## config.mk

```make
export PLATFORM = sky130hd
export DESIGN_NAME = rst_release_seq
export DESIGN_NICKNAME = d
export VERILOG_FILES = /design/src/rtl/rst_release_pkg.sv /design/src/rtl/pup_delay_lut.sv /design/src/rtl/stage_tick_timer.sv /design/src/rtl/rst_release_seq.sv
export SDC_FILE = /design/constraint.sdc
export NUM_CORES = 1
export LEC_CHECK = 0
export ABC_AREA = 1
export BUFFER_PORTS_ARGS = -buffer_cell sky130_fd_sc_hd__buf_2
export CAP_MARGIN = 10
export CORE_UTILIZATION = 38
export DETAILED_ROUTE_END_ITERATION = 6
export GPL_TIMING_DRIVEN = 0
export PLACE_DENSITY_LB_ADDON = 0.15
export REMOVE_ABC_BUFFERS = 1
export SYNTH_ARGS = -nofsm -noshare
export SYNTH_HDL_FRONTEND = slang
export SYNTH_SLANG_ARGS = --single-unit
export TNS_END_PERCENT = 30
```

## constraint.sdc

```tcl
create_clock -name clk -period 2.7 [get_ports clk]
set_input_delay 0.405 -clock clk [delete_from_list [all_inputs] [get_ports clk]]
set_output_delay 0.405 -clock clk [all_outputs]
set_load 0.01 [all_outputs]
```

## src/rtl/rst_release_pkg.sv

```systemverilog
package rst_release_pkg;

    typedef enum logic [2:0] {
        SEQ_WAIT_PWR = 3'd0,
        SEQ_PWR_EXT  = 3'd1,
        SEQ_WAIT_BRN = 3'd2,
        SEQ_BRN_EXT  = 3'd3,
        SEQ_PUP_DLY  = 3'd4,
        SEQ_WAIT_CLK = 3'd5,
        SEQ_MON_DLY  = 3'd6,
        SEQ_RUN      = 3'd7
    } seq_stage_t;

    typedef struct packed {
        seq_stage_t stage;
        logic       sys_rst;
        logic       fetch_go;
        logic       mon_arm;
    } seq_regs_t;

endpackage

```

## src/rtl/pup_delay_lut.sv

```systemverilog
module pup_delay_lut #(
    parameter int TICKS_PER_MS = 2,
    parameter int CNT_W        = 10
) (
    input  logic [2:0]       sel_i,
    output logic [CNT_W-1:0] ticks_o
);
    localparam int NSEL = 8;

    logic [CNT_W-1:0] lut [NSEL];

    // Code 0 means no delay; code k selects 2^k ms of ticks.
    for (genvar k = 0; k < NSEL; k++) begin : g_lut
        localparam int MS = (k == 0) ? 0 : (1 << k);
        assign lut[k] = CNT_W'(MS * TICKS_PER_MS);
    end

    assign ticks_o = lut[sel_i];

endmodule

```

## src/rtl/stage_tick_timer.sv

```systemverilog
module stage_tick_timer #(
    parameter int CNT_W = 10
) (
    input  logic             clk,
    input  logic             rst_n,
    input  logic             clr_i,
    input  logic             en_i,
    input  logic             tick_i,
    input  logic [CNT_W-1:0] target_i,
    output logic             done_o
);
    logic [CNT_W-1:0] cnt_d, cnt_q;
    logic [CNT_W:0]   cnt_next;

    assign cnt_next = {1'b0, cnt_q} + 1'b1;

    always_comb begin
        cnt_d = cnt_q;
        if (clr_i) begin
            cnt_d = '0;
        end else if (en_i && tick_i) begin
            cnt_d = cnt_next[CNT_W-1:0];
        end
    end

    always_ff @(posedge clk or negedge rst_n) begin
        if (!rst_n) begin
            cnt_q <= '0;
        end else begin
            cnt_q <= cnt_d;
        end
    end

    // Zero duration ends at once; otherwise the last counted tick ends the stage.
    assign done_o = en_i && ((target_i == '0) ||
                             (tick_i && (cnt_next >= {1'b0, target_i})));

    AST_CNT_BOUND: assert property (@(posedge clk) disable iff (!rst_n)
        (en_i && target_i != '0) |-> (cnt_q < target_i))
        else $error("timer count passed its target");

endmodule

```

## src/rtl/rst_release_seq.sv

```systemverilog
module rst_release_seq
    import rst_release_pkg::*;
#(
    parameter int          PWR_EXT_TICKS = 3,
    parameter int          BRN_EXT_TICKS = 4,
    parameter int          TICKS_PER_MS  = 2,
    parameter int          MON_TICKS     = 5,
    parameter int          VEC_W         = 24,
    parameter logic [23:0] RESET_VEC     = 24'h000000
) (
    input  logic             clk,
    input  logic             rst_n,
    input  logic             ref_tick,
    input  logic             pwr_ok,
    input  logic             brn_ok,
    input  logic             clk_ready,
    input  logic             mon_en,
    input  logic [2:0]       pup_sel,
    output logic             sys_rst,
    output logic             fetch_go,
    output logic [VEC_W-1:0] fetch_addr,
    output logic             mon_arm,
    output logic [2:0]       seq_stage
);
    localparam int PUP_MAX  = 128 * TICKS_PER_MS;
    localparam int MAX_AB   = (PWR_EXT_TICKS > BRN_EXT_TICKS) ? PWR_EXT_TICKS : BRN_EXT_TICKS;
    localparam int MAX_ABC  = (MAX_AB > MON_TICKS) ? MAX_AB : MON_TICKS;
    localparam int MAX_TICK = (MAX_ABC > PUP_MAX) ? MAX_ABC : PUP_MAX;
    localparam int CNT_W    = $clog2(MAX_TICK + 1) + 1;

    seq_regs_t        r_d, r_q;
    logic [CNT_W-1:0] pup_ticks;
    logic [CNT_W-1:0] tgt;
    logic             timed;
    logic             stage_done;
    logic             drop;

    pup_delay_lut #(
        .TICKS_PER_MS(TICKS_PER_MS),
        .CNT_W       (CNT_W)
    ) u_lut (
        .sel_i  (pup_sel),
        .ticks_o(pup_ticks)
    );

    // Duration of the current stage; non-timed stages disable the counter.
    always_comb begin
        tgt   = '0;
        timed = 1'b0;
        unique case (r_q.stage)
            SEQ_PWR_EXT: begin tgt = CNT_W'(PWR_EXT_TICKS); timed = 1'b1; end
            SEQ_BRN_EXT: begin tgt = CNT_W'(BRN_EXT_TICKS); timed = 1'b1; end
            SEQ_PUP_DLY: begin tgt = pup_ticks;             timed = 1'b1; end
            SEQ_MON_DLY: begin tgt = CNT_W'(MON_TICKS);     timed = 1'b1; end
            default:     begin tgt = '0;                    timed = 1'b0; end
        endcase
    end

    stage_tick_timer #(
        .CNT_W(CNT_W)
    ) u_timer (
        .clk     (clk),
        .rst_n   (rst_n),
        .clr_i   (r_d.stage != r_q.stage),
        .en_i    (timed),
        .tick_i  (ref_tick),
        .target_i(tgt),
        .done_o  (stage_done)
    );

    always_comb begin
        r_d          = r_q;
        r_d.fetch_go = 1'b0;
        drop = !pwr_ok ||
               (!brn_ok && (r_q.stage inside {SEQ_BRN_EXT, SEQ_PUP_DLY, SEQ_WAIT_CLK,
                                              SEQ_MON_DLY, SEQ_RUN}));
        if (drop) begin
            r_d.stage   = SEQ_WAIT_PWR;
            r_d.mon_arm = 1'b0;
        end else begin
            unique case (r_q.stage)
                SEQ_WAIT_PWR: r_d.stage = SEQ_PWR_EXT;
                SEQ_PWR_EXT:  if (stage_done) r_d.stage = SEQ_WAIT_BRN;
                SEQ_WAIT_BRN: if (brn_ok)     r_d.stage = SEQ_BRN_EXT;
                SEQ_BRN_EXT:  if (stage_done) r_d.stage = SEQ_PUP_DLY;
                SEQ_PUP_DLY:  if (stage_done) r_d.stage = SEQ_WAIT_CLK;
                SEQ_WAIT_CLK: begin
                    if (clk_ready) begin
                        r_d.fetch_go = 1'b1;
                        r_d.stage    = mon_en ? SEQ_MON_DLY : SEQ_RUN;
                    end
                end
                SEQ_MON_DLY: begin
                    if (stage_done) begin
                        r_d.stage   = SEQ_RUN;
                        r_d.mon_arm = 1'b1;
                    end
                end
                SEQ_RUN:  r_d.stage = SEQ_RUN;
                default:  r_d.stage = SEQ_WAIT_PWR;
            endcase
        end
        r_d.sys_rst = !(r_d.stage inside {SEQ_WAIT_CLK, SEQ_MON_DLY, SEQ_RUN});
    end

    always_ff @(posedge clk or negedge rst_n) begin
        if (!rst_n) begin
            r_q.stage    <= SEQ_WAIT_PWR;
            r_q.sys_rst  <= 1'b1;
            r_q.fetch_go <= 1'b0;
            r_q.mon_arm  <= 1'b0;
        end else begin
            r_q <= r_d;
        end
    end

    assign sys_rst    = r_q.sys_rst;
    assign fetch_go   = r_q.fetch_go;
    assign mon_arm    = r_q.mon_arm;
    assign seq_stage  = r_q.stage;
    assign fetch_addr = VEC_W'(RESET_VEC);

    AST_DROP_RESTART: assert property (@(posedge clk) disable iff (!rst_n)
        !pwr_ok |=> (seq_stage == 3'd0 && sys_rst && !mon_arm))
        else $error("supply drop did not restart");

    AST_GO_SINGLE: assert property (@(posedge clk) disable iff (!rst_n)
        fetch_go |=> !fetch_go)
        else $error("fetch strobe longer than one cycle");

    AST_GO_SOURCE: assert property (@(posedge clk) disable iff (!rst_n)
        fetch_go |-> $past(seq_stage == 3'd5 && clk_ready))
        else $error("fetch strobe without clock ready in wait stage");

    AST_IN_ORDER: assert property (@(posedge clk) disable iff (!rst_n)
        (seq_stage != $past(seq_stage)) |->
            (seq_stage == 3'd0 || seq_stage == $past(seq_stage) + 3'd1 ||
             ($past(seq_stage) == 3'd5 && seq_stage == 3'd7)))
        else $error("stage skipped");

    AST_RELEASE_POINT: assert property (@(posedge clk) disable iff (!rst_n)
        $fell(sys_rst) |-> (seq_stage == 3'd5))
        else $error("reset released outside entry to wait-clock");

    AST_ARM_ONLY_RUN: assert property (@(posedge clk) disable iff (!rst_n)
        mon_arm |-> (seq_stage == 3'd7))
        else $error("monitor armed outside run");

endmodule

```

* Word-level counts from Yosys, hierarchy flattened *
Memory sizes are Yosys's and may differ from the RTL's.
Cells that the tools add are included.

operators by class
  equality and inequality tests = 11
  bitwise logic cells = 1
  add/subtract/negate cells = 1
  multiplexer cells = 21
  reduce and logical (&&, ||, !) cells = 18
  $lt $le $gt $ge = 2

operator list
  operator                                                               number
  10-bit two-way mux                                                     4
  10-bit case mux with 4 select lines                                    1
  3-bit case mux with 8 select lines                                     1
  3-bit equality test, second input constant                             7
  3-bit two-way mux                                                      7
  10-bit by 1-bit adder with 11-bit output, second input constant        1
  11-bit by 10-bit greater-or-equal comparator with 1-bit output         1
  10-bit zero test                                                       1
  1-bit two-way mux                                                      8
  3-bit by 2-bit equality test with 1-bit output, second input constant  2
  2-bit nonzero test                                                     3
  5-bit nonzero test                                                     1
  4-bit greater-or-equal comparator, second input constant               1
  1-bit logical AND                                                      4
  3-bit inverter with 4-bit output                                       1
  4-bit OR reduction                                                     1
  3-bit by 1-bit equality test with 1-bit output, second input constant  1
  1-bit zero test                                                        3
  3-bit zero test                                                        1
  3-bit inequality test                                                  1
  3-bit nonzero test                                                     1
  1-bit logical OR                                                       2
  2-bit AND reduction                                                    1

word-level totals
  register bits = 16
  logic and storage cells = 60
  memories = 1
  memory bits (read-only) = 80
  output and inout port bits = 30
  input port bits = 10

memories
  memory            words  width  rd ports  clocked after memory_dff  wr ports  line                 source
  (name not given)  8      10     1         0                         0         pup_delay_lut.sv:18  assign ticks_o = lut[sel_i];

* Depth between registers and ports, before layout *
Gate-level depths: netlist of run 1.

  depth after elaboration = 15
  mapped depth = 22
  mapped depth without buffers = 22

* Hierarchy *
Synthesis of run 1 repeated with hierarchy kept, for this count alone.

second synthesis, totals
  cell total of the unflattened synthesis = 264
  area, all modules = 1756.7 um2

by module, submodules not included
  module            cells each  area each (um2)  times used  sequential area each (um2)
  stage_tick_timer  133         945.9            1           250.2
  rst_release_seq   113         732.0            1           151.4
  pup_delay_lut     18          78.8             1           0.0

* Worst setup path before layout of run 1 *
No wires, ideal clock.

  kind = register to register
  start = reg u_timer.cnt_q[0]
  end = reg u_timer.cnt_q[3]
  clock period less this slack = 2.426 ns
  setup time = 0.126 ns
  cell stages (with the launch flop) = 20
  data arrival time = 2.300 ns
  required time = 2.574 ns
  path buffers = 0
  path slack = 0.274 ns
  cells stage by stage = dfrtp_1 ha_1 nand2_1 nor3_1 xor2_1 ha_1 nand2_1 inv_1 nand2_1 nand2_1 nand2_1 nand3_1 nand2_1 nand2_1 nand2_2 nand3_1 nand3_2 nand3_1 nand2_4 nor3_2

on the way
  cells in the longest elaborated chain, start to end = 10
  elaborated cells on any way between the ends = 15
  classes of those cells = 1 x add/sub; 1 x order compare; 1 x eq/ne; 8 x mux; 4 x reduce/logical

ends and longest elaborated chain
  item                                                            line                    source
  from (decl)                                                     stage_tick_timer.sv:12  logic [CNT_W-1:0] cnt_d, cnt_q;
  from (signal assigned)                                          stage_tick_timer.sv:30  cnt_q <= cnt_d;
  10-bit by 1-bit adder with 11-bit output *                      stage_tick_timer.sv:15  assign cnt_next = {1'b0, cnt_q} + 1'b1;
  11-bit by 10-bit greater-or-equal comparator with 1-bit output  stage_tick_timer.sv:36  (tick_i && (cnt_next >= {1'b0, target_i})));
  1-bit logical AND                                               stage_tick_timer.sv:36
  1-bit logical OR                                                stage_tick_timer.sv:35  assign done_o = en_i && ((target_i == '0) ||
  1-bit logical AND                                               stage_tick_timer.sv:35
  3-bit two-way mux (on tied branches)                            --
  3-bit case mux with 8 select lines                              rst_release_seq.sv:81   unique case (r_q.stage)
  3-bit two-way mux                                               rst_release_seq.sv:77   if (drop) begin
  3-bit inequality test                                           rst_release_seq.sv:64   .clr_i (r_d.stage != r_q.stage),
  10-bit two-way mux or 2-bit nonzero test (tied branches)        --

Mark *: on every way between the ends. The rest lies on a longest branch, timed or not. The select of a mux whose other input is x is not followed.
A chain may end at the register's enable or synchronous reset.

* Worst setup path in the final report of run 1 *
  start = reg u_timer.cnt_q[1]
  end = reg u_timer.cnt_q[5]

Same word-level chain as after synthesis.

==> run metrics, run 1 <==
Final nets=approximately 260; core footprint=roughly 3800 um^2; H-Tree Level Count=1; DRT antenna net count=0; post-synth cell types=31; area grow syn2layout=23.4%; Post-Syn Area=around 1500 um^2; clk_lat worst skew=~0.25 ns; fin. max-slew vios=0; WHS=0.0572 ns; syn_area_per_cell=7.36 um^2; Ys Warns=0; outcome=complete, but fails checks; final setup margin=-0.00237 ns; RSZ-0062 raised after global routing=true; share of layout cells above drive strength 1=between 30% and 40%; cell count after synthesis=209; Crit path max-delay family=simple AND/OR/NAND/NOR gates; #FFs+latches synth=16; port bufs=15; Tmin final=2.70 ns; cts bufs inserted=3; Max-Cap Viols=0; largest area contributor in the netlist=dfrtp_1; total grt overflow=0; Max stage delay on crit path=between 0.4 and 0.5 ns; pin count of the biggest net entering global routing=17; CTS tree=done; CP Max Fanout=5; die extent in x=between 60 and 70 um; WL/cell=11.5 um; 1st-iter DRT viols=77; # fillers=roughly 350; CP max-delay cell=dfrtp_2; # IOs=40; skew final=0.00364 ns; WP data arrival=~2.8 ns; n_diodes=0; Die ar.=roughly 4300 um^2; Max transition margin=roughly 52%; Inst Count DP=between 200 and 300; register area=between 400 and 500 um^2; CTS Root Cell=clkbuf_8; routability cong.=between 0.8 and 0.9; initial antenna violation count=0; # clock sinks=16; Power Density=934 nW/um^2; HPWL Detailed=roughly 2300 um; CP bufs+invs=1; VDD IR max=between 0.0003 and 0.0004 V; Fmax achieved=about 370 MHz; Final Util=50.4%; Final Hold Viols=0; DRC errors left=0; fraction of the yosys area taken by sequential cells=a little over a quarter; Rows=22; leading cell types by total area after synthesis=dfrtp_1, buf_4, nand2_1; Yosys top cell area share=roughly a quarter; vias in the first global route=~1100; Critical Path, Cell by Cell=buf_6 > nand3_4 > nor3_4 > nand2_2 > xor2_2 > ha_1 > nand3_1 > nor2_1 > nand2_1 > nand3_1 > nand2_1 > nand2_2 > nand2_2 > nand3_1 > nand3_2 > nand2_2 > nand2_4 > nand2_8 > nor3_4; clock transition at the registers of the reported paths=~0.060 ns; kind of critical path=flop to flop; Clock Path Buffers=2; P_leak=just under 1 nW; Final Non-Filler Cells=284; final WL=between 3000 and 4000 um; most used cell, CP=nand2_2; Cell Area, Placed=1580 um^2; Multi-input gate area=1150 um^2; Die H=between 60 and 70 um; post-route cell area=between 1500 and 2000 um^2; Vias/cell=about 4.7; failing checks=negative setup slack; Starting Density=about two fifths; worst min path class=input pin to asynchronous set/reset pin; DRT Pass-1 Iters=4; all-layer global routing usage=15.6%; Final period util=100%; final setup fails=2; first-pass GRT wire length=roughly 5100 um; Startpoint Class=flop; cts hold-fix bufs=0; Crit. End Element=flop; Worst-Margin Slew=slightly above 0.7 ns; vias=1337; CP required=2.83 ns
-- kinds of logic after synthesis --
| group | Yosys count | share of synthesized area (%) |
|---|---|---|
| flops | 16 | 26.1 |
| buf+inv | 50 | 18.0 |
| simple gates | 102 | 34.5 |
| mux | 3 | 1.95 |
| other cells | 1 | 0.244 |
| xor+xnor | 6 | 3.41 |
| compound gates | 21 | 7.64 |
| fa+ha+maj | 10 | 8.13 |
-- power breakdown --
part | total (W) | switching (W) | leakage (nW) | internal [W]
sequential | 0.000374 | 0.0000768 | 0.209 | 0.000297
combinational | 0.00122 | 0.000782 | 0.743 | 0.000434
clock | 0.000185 | 0.0000803 | 0.0228 | 0.000105
total | 0.00177 | 0.000939 | 0.975 | 0.000835
-- cell type report --
class                      count  area share [%]
clock buffer                   4            2.37
inverter                      25            5.20
multi-input combinational    168            60.3
sequential                    16            21.4
tap                           48            3.16
timing repair buffer          23            7.51
-- per-layer routing --
metal,vias to the layer above,GRT usage [%],routed length [um]
li1,691,-,-
met1,595,21.5,1540
met2,44,23.6,1480
met3,7,2.43,167
met4,0,7.07,62
met5,-,0,0
-- cell usage after synthesis (all sizes together) --
cell type and instances:
nand4 1, a21oi 8, clkinv 1, conb 1, buf 24, nand3b 1
nor3 14, nor2 19, and3 1, o21a 1, nand2 49, xor2 6
ha 10, mux2i 3, dfrtp 15, o21ai 10, o211ai 1, clkbuf 1
a2111oi 1, inv 24, nand3 17, dfstp 1
-- path summary, 6_finish.rpt --
| kind | from | endpoint | slack [ns] | depth (start not counted) |
|---|---|---|---|---|
| setup / recovery | u_timer.cnt_q[1] | u_timer.cnt_q[5] | -0.002 | 19 |
| hold / removal | rst_n | u_timer.cnt_q[3] | 0.06 | 1 |
| setup reg to reg | u_timer.cnt_q[1] | u_timer.cnt_q[5] | -0.002 | 19 |
| hold reg to reg | mon_arm | mon_arm | 0.49 | 1 |
| max in group asynchronous | rst_n | sys_rst | 2.34 | 1 |
| min in group clk | pwr_ok | fetch_go | 0.40 | 3 |
-- timing repair --
item | 4_1_cts | 5_1_grt
gates cloned | 0 | 2
setup buffers | 5 | 3
setup endpoints to repair | 11 | 12
pin swaps | 3 | 15
gates resized for setup | 9 | 33
-- cells in the final DEF, fill, tap and decap left out, types with 2 or more instances in the layout --
| cell type | netlist | layout |
|---|---|---|
| a21oi_1 | 8 | 7 |
| buf_2 | 0 | 15 |
| buf_4 | 24 | 6 |
| buf_6 | 0 | 2 |
| clkbuf_8 | 0 | 3 |
| conb_1 | 1 | 24 |
| dfrtp_1 | 15 | 11 |
| dfrtp_2 | 0 | 4 |
| ha_1 | 10 | 9 |
| inv_1 | 21 | 21 |
| inv_4 | 0 | 2 |
| mux2i_1 | 3 | 3 |
| nand2_1 | 42 | 36 |
| nand2_2 | 5 | 7 |
| nand2_4 | 2 | 4 |
| nand2_8 | 0 | 4 |
| nand3_1 | 15 | 13 |
| nand3_2 | 2 | 2 |
| nand3_4 | 0 | 2 |
| nor2_1 | 16 | 15 |
| nor2_4 | 1 | 3 |
| nor3_1 | 4 | 2 |
| nor3_2 | 10 | 8 |
| nor3_4 | 0 | 4 |
| o21ai_0 | 8 | 7 |
| o21ai_2 | 1 | 2 |
| xor2_1 | 6 | 4 |
| xor2_2 | 0 | 2 |
-- state kept, by name (all words and copies together) (netlist names) --
signal,cells
fetch_go,1
u_timer.cnt_q,10
seq_stage,3
sys_rst,1
mon_arm,1
-- stage by stage --
step / total power (W) / setup TNS, ns / setup WS (ns)
after floorplan: 0.00108 / 0 / 0.274
after global placement: 0.00129 / -1.11 / -0.113
after detailed placement: 0.00129 / -1.20 / -0.133
after CTS: 0.00152 / 0 / 0.00838
after global routing: 0.00194 / -1.94 / -0.203
final: 0.00177 / -0.00270 / -0.00237
No activity file was read; power rests on OpenSTA's default activity.
==> run 2: changes to the inputs <==
--- a/config.mk
+++ b/config.mk
@@ -8,11 +8,13 @@
 export ABC_AREA = 1
 export BUFFER_PORTS_ARGS = -buffer_cell sky130_fd_sc_hd__buf_2
 export CAP_MARGIN = 10
-export CORE_UTILIZATION = 38
+export CORE_MARGIN = 1
+export CORE_UTILIZATION = 53
 export DETAILED_ROUTE_END_ITERATION = 6
 export GPL_TIMING_DRIVEN = 0
 export PLACE_DENSITY_LB_ADDON = 0.15
 export REMOVE_ABC_BUFFERS = 1
+export SETUP_SLACK_MARGIN = 0.02
 export SYNTH_ARGS = -nofsm -noshare
 export SYNTH_HDL_FRONTEND = slang
 export SYNTH_SLANG_ARGS = --single-unit
==> run 2 against run 1 <==
The run still ends with negative setup slack left. Wire length up 23%. Core utilization rose by 21 points. Critical path depth is 2 higher. Setup slack got worse by 0.053 ns. Clock skew is 0.0033 ns higher. Global-route usage rose by 6.1 points. Clock-buffer cell count stayed put. Non-clock buffer count grew 9. Cell count down 2.8%. Design area increased by 4.2%. Clock power fell by 33%.
==> run metrics, run 2 (same netlist as run 1, synthesis figures left out) <==
clk_lat worst skew=0.28 ns (was 0.25 ns); DRT Pass-1 Iters=4 (unchanged); total grt overflow=0 (unchanged); DRT antenna net count=0 (unchanged); skew final=0.00699 ns (was 0.00364 ns); max reg flops=10 (unchanged); WL/cell=14.4 um (was 11.5 um); CP Max Fanout=5 (unchanged); VDD IR max=0.000809 V (was 0.000357 V); Final nets=266 (was 257); Fmax achieved=363 MHz (was 370 MHz); cts hold-fix bufs=0 (unchanged); final WL=3990 um (was 3250 um); 1st-iter DRT viols=62 (was 77); Die ar.=3120 um^2 (was 4310 um^2); Final Util=71.8% (was 50.4%); # clock sinks=16 (unchanged); final setup margin=-0.0551 ns (was -0.00237 ns); initial antenna violation count=0 (unchanged); Max transition margin=46.3% (was 51.9%); worst min path class=input pin to asynchronous set/reset pin (unchanged); Tmin final=2.76 ns (was 2.70 ns); all-layer global routing usage=21.7% (was 15.6%); failing checks=negative setup slack (unchanged); Gate power share=73.9% (was 68.5%); first-pass GRT wire length=5430 um (was 5110 um); CTS tree=done (unchanged); clock transition at the registers of the reported paths=0.09 ns (was 0.06 ns); WP data arrival=2.91 ns (was 2.83 ns); HPWL Detailed=2370 um (was 2250 um); die extent in x=55.9 um (was 65.6 um); clock share of power=6.5% (was 10.4%); Internal Pwr Total=0.000861 W (was 0.000835 W); routability cong.=0.957 (was 0.812); most frequent cells in the layout=nand2_1, conb_1, inv_1 (unchanged); most flop-heavy register=u_timer.cnt_q (unchanged); CTS Root Cell=clkbuf_4 (was clkbuf_8); Max stage delay on crit path=0.44 ns (was 0.41 ns); RSZ-0062 raised after global routing=true (unchanged); Vias/cell=5.26 (was 4.71); DRC errors left=0 (unchanged); Max-Cap Viols=0 (unchanged); fin. max-slew vios=0 (unchanged); CP required=2.86 ns (was 2.83 ns); Reg power frac=19.6% (was 21.1%); pin count of the biggest net entering global routing=17 (unchanged); Crit. End Element=flop (unchanged); pre-CTS setup slack=-0.162 ns (was -0.133 ns); cts bufs inserted=3 (unchanged); Starting Density=55.8% (was 40.8%); Worst-Margin Slew=0.806 ns (was 0.722 ns); Final period util=102% (was 100%); port bufs=15 (unchanged); Rows=19 (was 22); share of layout cells above drive strength 1=39.2% (was 31.8%); P_sw=0.00104 W (was 0.000939 W); # IOs=40 (unchanged); n_diodes=0 (unchanged); kind of critical path=flop to flop (unchanged); vias=1452 (was 1337); Critical Path, Cell by Cell=ha_4 > nand2_4 > nor3_4 > xor2_1 > ha_1 > nand2_2 > inv_2 > nand2_1 > nand2_1 > nand2_1 > nand3_1 > nand2_1 > nand2_2 > nand2_4 > nand2_2 > nand2_2 > nand3_4 > nand2_4 > nand2_8 > nand2_8 > nor3_2 (was buf_6 > nand3_4 > nor3_4 > nand2_2 > xor2_2 > ha_1 > nand3_1 > nor2_1 > nand2_1 > nand3_1 > nand2_1 > nand2_2 > nand2_2 > nand3_1 > nand3_2 > nand2_2 > nand2_4 > nand2_8 > nor3_4); vias in the first global route=1285 (was 1135); Clock Path Buffers=2 (unchanged); WHS=0.0161 ns (was 0.0572 ns); area grow syn2layout=28.6% (was 23.4%); Switching Fraction=54.7% (was 52.9%); final total power=0.00190 W (was 0.00177 W); Final Hold Viols=0 (unchanged); core footprint=2760 um^2 (was 3770 um^2); CP max-delay cell=dfrtp_2 (unchanged); Die H=55.9 um (was 65.6 um); final setup fails=10 (was 2); P_leak=1.01 nW (was 0.975 nW); H-Tree Level Count=1 (unchanged); Startpoint Class=flop (unchanged); commonest non-fill, non-tap cell in the layout=nand2_1 (unchanged); outcome=complete, but fails checks (unchanged); Power Density=961 nW/um^2 (was 934 nW/um^2)
run 2: cell types whose count changed in the layout (fill, tap and decap cells not counted), sizes merged:
cell,delta
clkinv,-1
inv,+1
buf,+9
run 2: worst max-delay path: cells and delay by family (launching register included):
family / cells / cell delay [ns]
flip-flops: 1 / 0.44
adder cells (fa/ha/maj): 2 / 0.47
AND/OR/NAND/NOR: 17 / 1.46
buffers and inverters: 1 / 0.03
XOR/XNOR: 1 / 0.24
run 2: final timing paths:
| kind | start | end | slack [ns] | cells past startpoint |
|---|---|---|---|---|
| hold / removal | rst_n | u_timer.cnt_q[6] | 0.02 | 1 |
| max in group asynchronous | rst_n | sys_rst | 2.38 | 1 |
| setup / recovery | u_timer.cnt_q[1] | u_timer.cnt_q[5] | -0.06 | 21 |
| hold reg to reg | mon_arm | mon_arm | 0.50 | 1 |
| min in group clk | pwr_ok | fetch_go | 0.37 | 3 |
| setup reg to reg | u_timer.cnt_q[1] | u_timer.cnt_q[5] | -0.06 | 21 |
run 2: area by class of cell:
class / instances / area (um^2)
Clock buffer: 4 / 26.3
Sequential cell: 16 / 408
Inverter: 25 / 98.8
Multi-Input combinational cell: 168 / 1200
Timing Repair Buffer: 32 / 203
Fill cell: 208 / 778
Tap cell: 31 / 38.8
run 2: timing repair:
item	4_1_cts	5_1_grt
gates cloned	0	2
setup buffers	8	9
resized for setup	8	48
hold endpoints to repair	0	0
setup endpoints to repair	11	13
pin swaps	3	24
run 2: stage by stage:
step                setup TNS [ns]  instance area [um^2]  instances
finish                      -0.426                  1980        276
global route                 -1.99                  1980        276
CTS                              0                  1670        265
detailed placement           -1.59                  1560        253
global placement             -1.16                  1560        253
floorplan                        0                  1440        207
run 2: power by group through the flow:
stage          Clock [W]  Sequential [W]  Combinational (W)
4_1_cts         0.000131        0.000356           0.000961
3_3_place_gp           0        0.000358           0.000897
2_1_floorplan          0        0.000357           0.000728
5_1_grt         0.000144        0.000380            0.00153
3_5_place_dp           0        0.000363           0.000923
6_report        0.000124        0.000373            0.00141
run 2: routing by layer:
layer / part of all wire [%] / GRT usage (%) / routed length, um / vias up
met3: 4.3 / 1.86 / 170 / 12
met2: 52 / 34.1 / 2060 / 55
met4: 2.3 / 10.8 / 93 / 0
li1: - / - / - / 709
met1: 42 / 30.2 / 1660 / 676
met5: 0 / 0 / 0 / -
==> run 3: changes to the inputs <==
--- a/config.mk
+++ b/config.mk
@@ -9,7 +9,7 @@
 export BUFFER_PORTS_ARGS = -buffer_cell sky130_fd_sc_hd__buf_2
 export CAP_MARGIN = 10
 export CORE_MARGIN = 1
-export CORE_UTILIZATION = 53
+export CORE_UTILIZATION = 40
 export DETAILED_ROUTE_END_ITERATION = 6
 export GPL_TIMING_DRIVEN = 0
 export PLACE_DENSITY_LB_ADDON = 0.15
==> run 3 against run 2 <==
The flow now finishes without violations. Via count shrank 7.6%. Critical path type unchanged. Clock-buffer cell count is the same. Global-route usage shrank 5.5 points. Clock skew shrank 0.0020 ns. Die area grew 31%. Clock power grew 70%. Wire length shrank 14%. Largest power group unchanged. Core utilization shrank 18 points. Sequential share of layout area grew 0.14 points. Power grew 1.7%. Register-to-register slack gained 0.10 ns.
==> run metrics, run 3 (same netlist as run 1, synthesis figures left out) <==
clk_lat worst skew=0.25 ns (was 0.28 ns); CTS tree=done (unchanged); Clock Path Buffers=2 (unchanged); CP required=2.84 ns (was 2.86 ns); cts bufs inserted=3 (unchanged); WL/cell=11.8 um (was 14.4 um); most used cell, CP=nand2_1; CTS Root Cell=clkbuf_8 (was clkbuf_4); DRT antenna net count=0 (unchanged); Tmin final=2.65 ns (was 2.76 ns); worst reg2reg path depth=19 (was 21); R2R Setup Slk=0.05 ns (was -0.06 ns); area grow syn2layout=27.7% (was 28.6%); # fillers=376 (was 208); P_leak=1.00 nW (was 1.01 nW); RSZ-0062 raised after global routing=true (unchanged); die extent in x=64.0 um (was 55.9 um); VDD IR max=0.000423 V (was 0.000809 V); port bufs=15 (unchanged); Switching Fraction=52.7% (was 54.7%); Max-Cap Viols=0 (unchanged); Startpoint Class=flop (unchanged); Cell Area, Placed=1580 um^2 (was 1560 um^2); CP Max Fanout=5 (unchanged); skew final=0.00503 ns (was 0.00699 ns); Fmax achieved=377 MHz (was 363 MHz); vias=1341 (was 1452); Final nets=261 (was 266); Final Hold Viols=0 (unchanged); Crit. End Element=flop (unchanged); Max transition margin=51.8% (was 46.3%); reg2reg end=u_timer.cnt_q[0] (was u_timer.cnt_q[5]); final WL=3410 um (was 3990 um); Final period util=98.2% (was 102%); initial antenna violation count=0 (unchanged); Die H=64.0 um (was 55.9 um); H-Tree Level Count=1 (unchanged); first-pass GRT wire length=5180 um (was 5430 um); Worst-Margin Slew=0.723 ns (was 0.806 ns); routability cong.=0.773 (was 0.957); Final Util=53.3% (was 71.8%); kind of critical path=flop to flop (unchanged); DRT Pass-1 Iters=4 (unchanged); Vias/cell=4.66 (was 5.26); 1st-iter DRT viols=102 (was 62); HPWL Detailed=2290 um (was 2370 um); # clock sinks=16 (unchanged); post-route cell area=1970 um^2 (was 1980 um^2); most flop-heavy register=u_timer.cnt_q (unchanged); Internal Pwr Total=0.000915 W (was 0.000861 W); CP max-delay cell=dfrtp_2 (unchanged); WP data arrival=2.79 ns (was 2.91 ns); vias in the first global route=1146 (was 1285); all-layer global routing usage=16.3% (was 21.7%); # IOs=40 (unchanged); outcome=finished, final reports clean (was complete, but fails checks); RR Startpoint=u_timer.cnt_q[0] (was u_timer.cnt_q[1]); clock share of power=10.9% (was 6.5%); fin. max-slew vios=0 (unchanged); final total power=0.00193 W (was 0.00190 W); total grt overflow=0 (unchanged); Die ar.=4100 um^2 (was 3120 um^2); DRC errors left=0 (unchanged); n_diodes=0 (unchanged); Max stage delay on crit path=0.43 ns (was 0.44 ns); max reg flops=10 (unchanged); core footprint=3690 um^2 (was 2760 um^2); Power Density=984 nW/um^2 (was 961 nW/um^2); commonest non-fill, non-tap cell in the layout=nand2_1 (unchanged); pin count of the biggest net entering global routing=17 (unchanged); most frequent cells in the layout=nand2_1, conb_1, inv_1 (unchanged); Starting Density=41.7% (was 55.8%); Total Neg Setup Slack=0 ns (was -0.426 ns); final setup fails=0 (was 10); Rows=22 (was 19); Gate power share=70.0% (was 73.9%); Critical Path, Cell by Cell=ha_4 > nand2_4 > nor3_4 > xor2_1 > ha_1 > nand2_2 > inv_1 > nand2_1 > nand2_1 > nand2_1 > nand3_2 > nand2_1 > nand2_2 > nand2_4 > nand3_1 > nand2_2 > nand3_2 > nand2_4 > nor3_2 (was ha_4 > nand2_4 > nor3_4 > xor2_1 > ha_1 > nand2_2 > inv_2 > nand2_1 > nand2_1 > nand2_1 > nand3_1 > nand2_1 > nand2_2 > nand2_4 > nand2_2 > nand2_2 > nand3_4 > nand2_4 > nand2_8 > nand2_8 > nor3_2); worst min path class=input pin to asynchronous set/reset pin (unchanged); Reg power frac=19.1% (was 19.6%); clock transition at the registers of the reported paths=0.06 ns (was 0.09 ns); P_sw=0.00102 W (was 0.00104 W); share of layout cells above drive strength 1=35.8% (was 39.2%)
==> run 3: cell count changes in the layout (fill, tap and decap cells not counted), moves of 2 or more <==
cell | before | now
nor3_4 | 3 | 5
nand2_1 | 32 | 34
nand2_4 | 7 | 5
buf_4 | 17 | 12
clkbuf_4 | 3 | 0
nor3_2 | 9 | 7
clkbuf_8 | 0 | 4
==> run 3: layout make-up <==
cell class,instances,area (um^2),share of cell area (%)
clock buffer,4,55.1,2.80
inverter,25,96.3,4.90
multi-input combinational,168,1180,60.1
sequential,16,408,20.8
tap,48,60.1,3.06
timing repair buffer,27,165,8.40
==> run 3: how the worst max path moves through the flow <==
stage | start | end | slack, ns
finish | u_timer.cnt_q[0] | u_timer.cnt_q[0] | 0.05
detailed placement | u_timer.cnt_q[0] | u_timer.cnt_q[3] | -0.13
floorplan | u_timer.cnt_q[0] | u_timer.cnt_q[3] | 0.27
global route | u_timer.cnt_q[0] | u_timer.cnt_q[2] | -0.12
CTS | u_timer.cnt_q[0] | u_timer.cnt_q[3] | 0.03
global placement | u_timer.cnt_q[0] | u_timer.cnt_q[8] | -0.15
==> run 3: stage by stage <==
stage	instances	setup slack [ns]	hold WS, ns
3_3_place_gp	270	-0.145	0.340
5_1_grt	288	-0.122	0.0796
2_1_floorplan	207	0.274	0.109
4_1_cts	282	0.0341	0.0663
3_5_place_dp	270	-0.133	0.338
6_report	288	0.0488	0.0537
==> run 3: critical path, delay by kind of cell (launching register included) <==
family	cells	cell delay [ns]
and+or+nand+nor	15	1.40
xor gates and xnor gates	1	0.22
adders and majority gates	2	0.45
buffers and inverters	1	0.04
DFF	1	0.43
==> run 3: per-layer routing <==
metal | wire, um | vias to the layer above | global-route usage [%]
met5 | 0 | - | 0
met4 | 46 | 0 | 5.97
met3 | 110 | 5 | 1.61
met2 | 1590 | 39 | 25.4
met1 | 1670 | 596 | 23.0
li1 | - | 701 | -
==> run 3: power by group through the flow <==
stage | registers (W) | clock network, W | logic, W
final | 0.000370 | 0.000211 | 0.00135
after global routing | 0.000375 | 0.000225 | 0.00149
after detailed placement | 0.000364 | 0 | 0.000925
after CTS | 0.000359 | 0.000217 | 0.00100
after floorplan | 0.000357 | 0 | 0.000728
after global placement | 0.000364 | 0 | 0.000926
==> run 3: repair_timing <==
| item | CTS | global route |
|---|---|---|
| resized for setup | 10 | 39 |
| pin swaps | 5 | 20 |
| setup buffers | 8 | 4 |
| gates cloned | 0 | 2 |
| hold buffers | 0 | 0 |
| setup endpoints to repair | 11 | 11 |
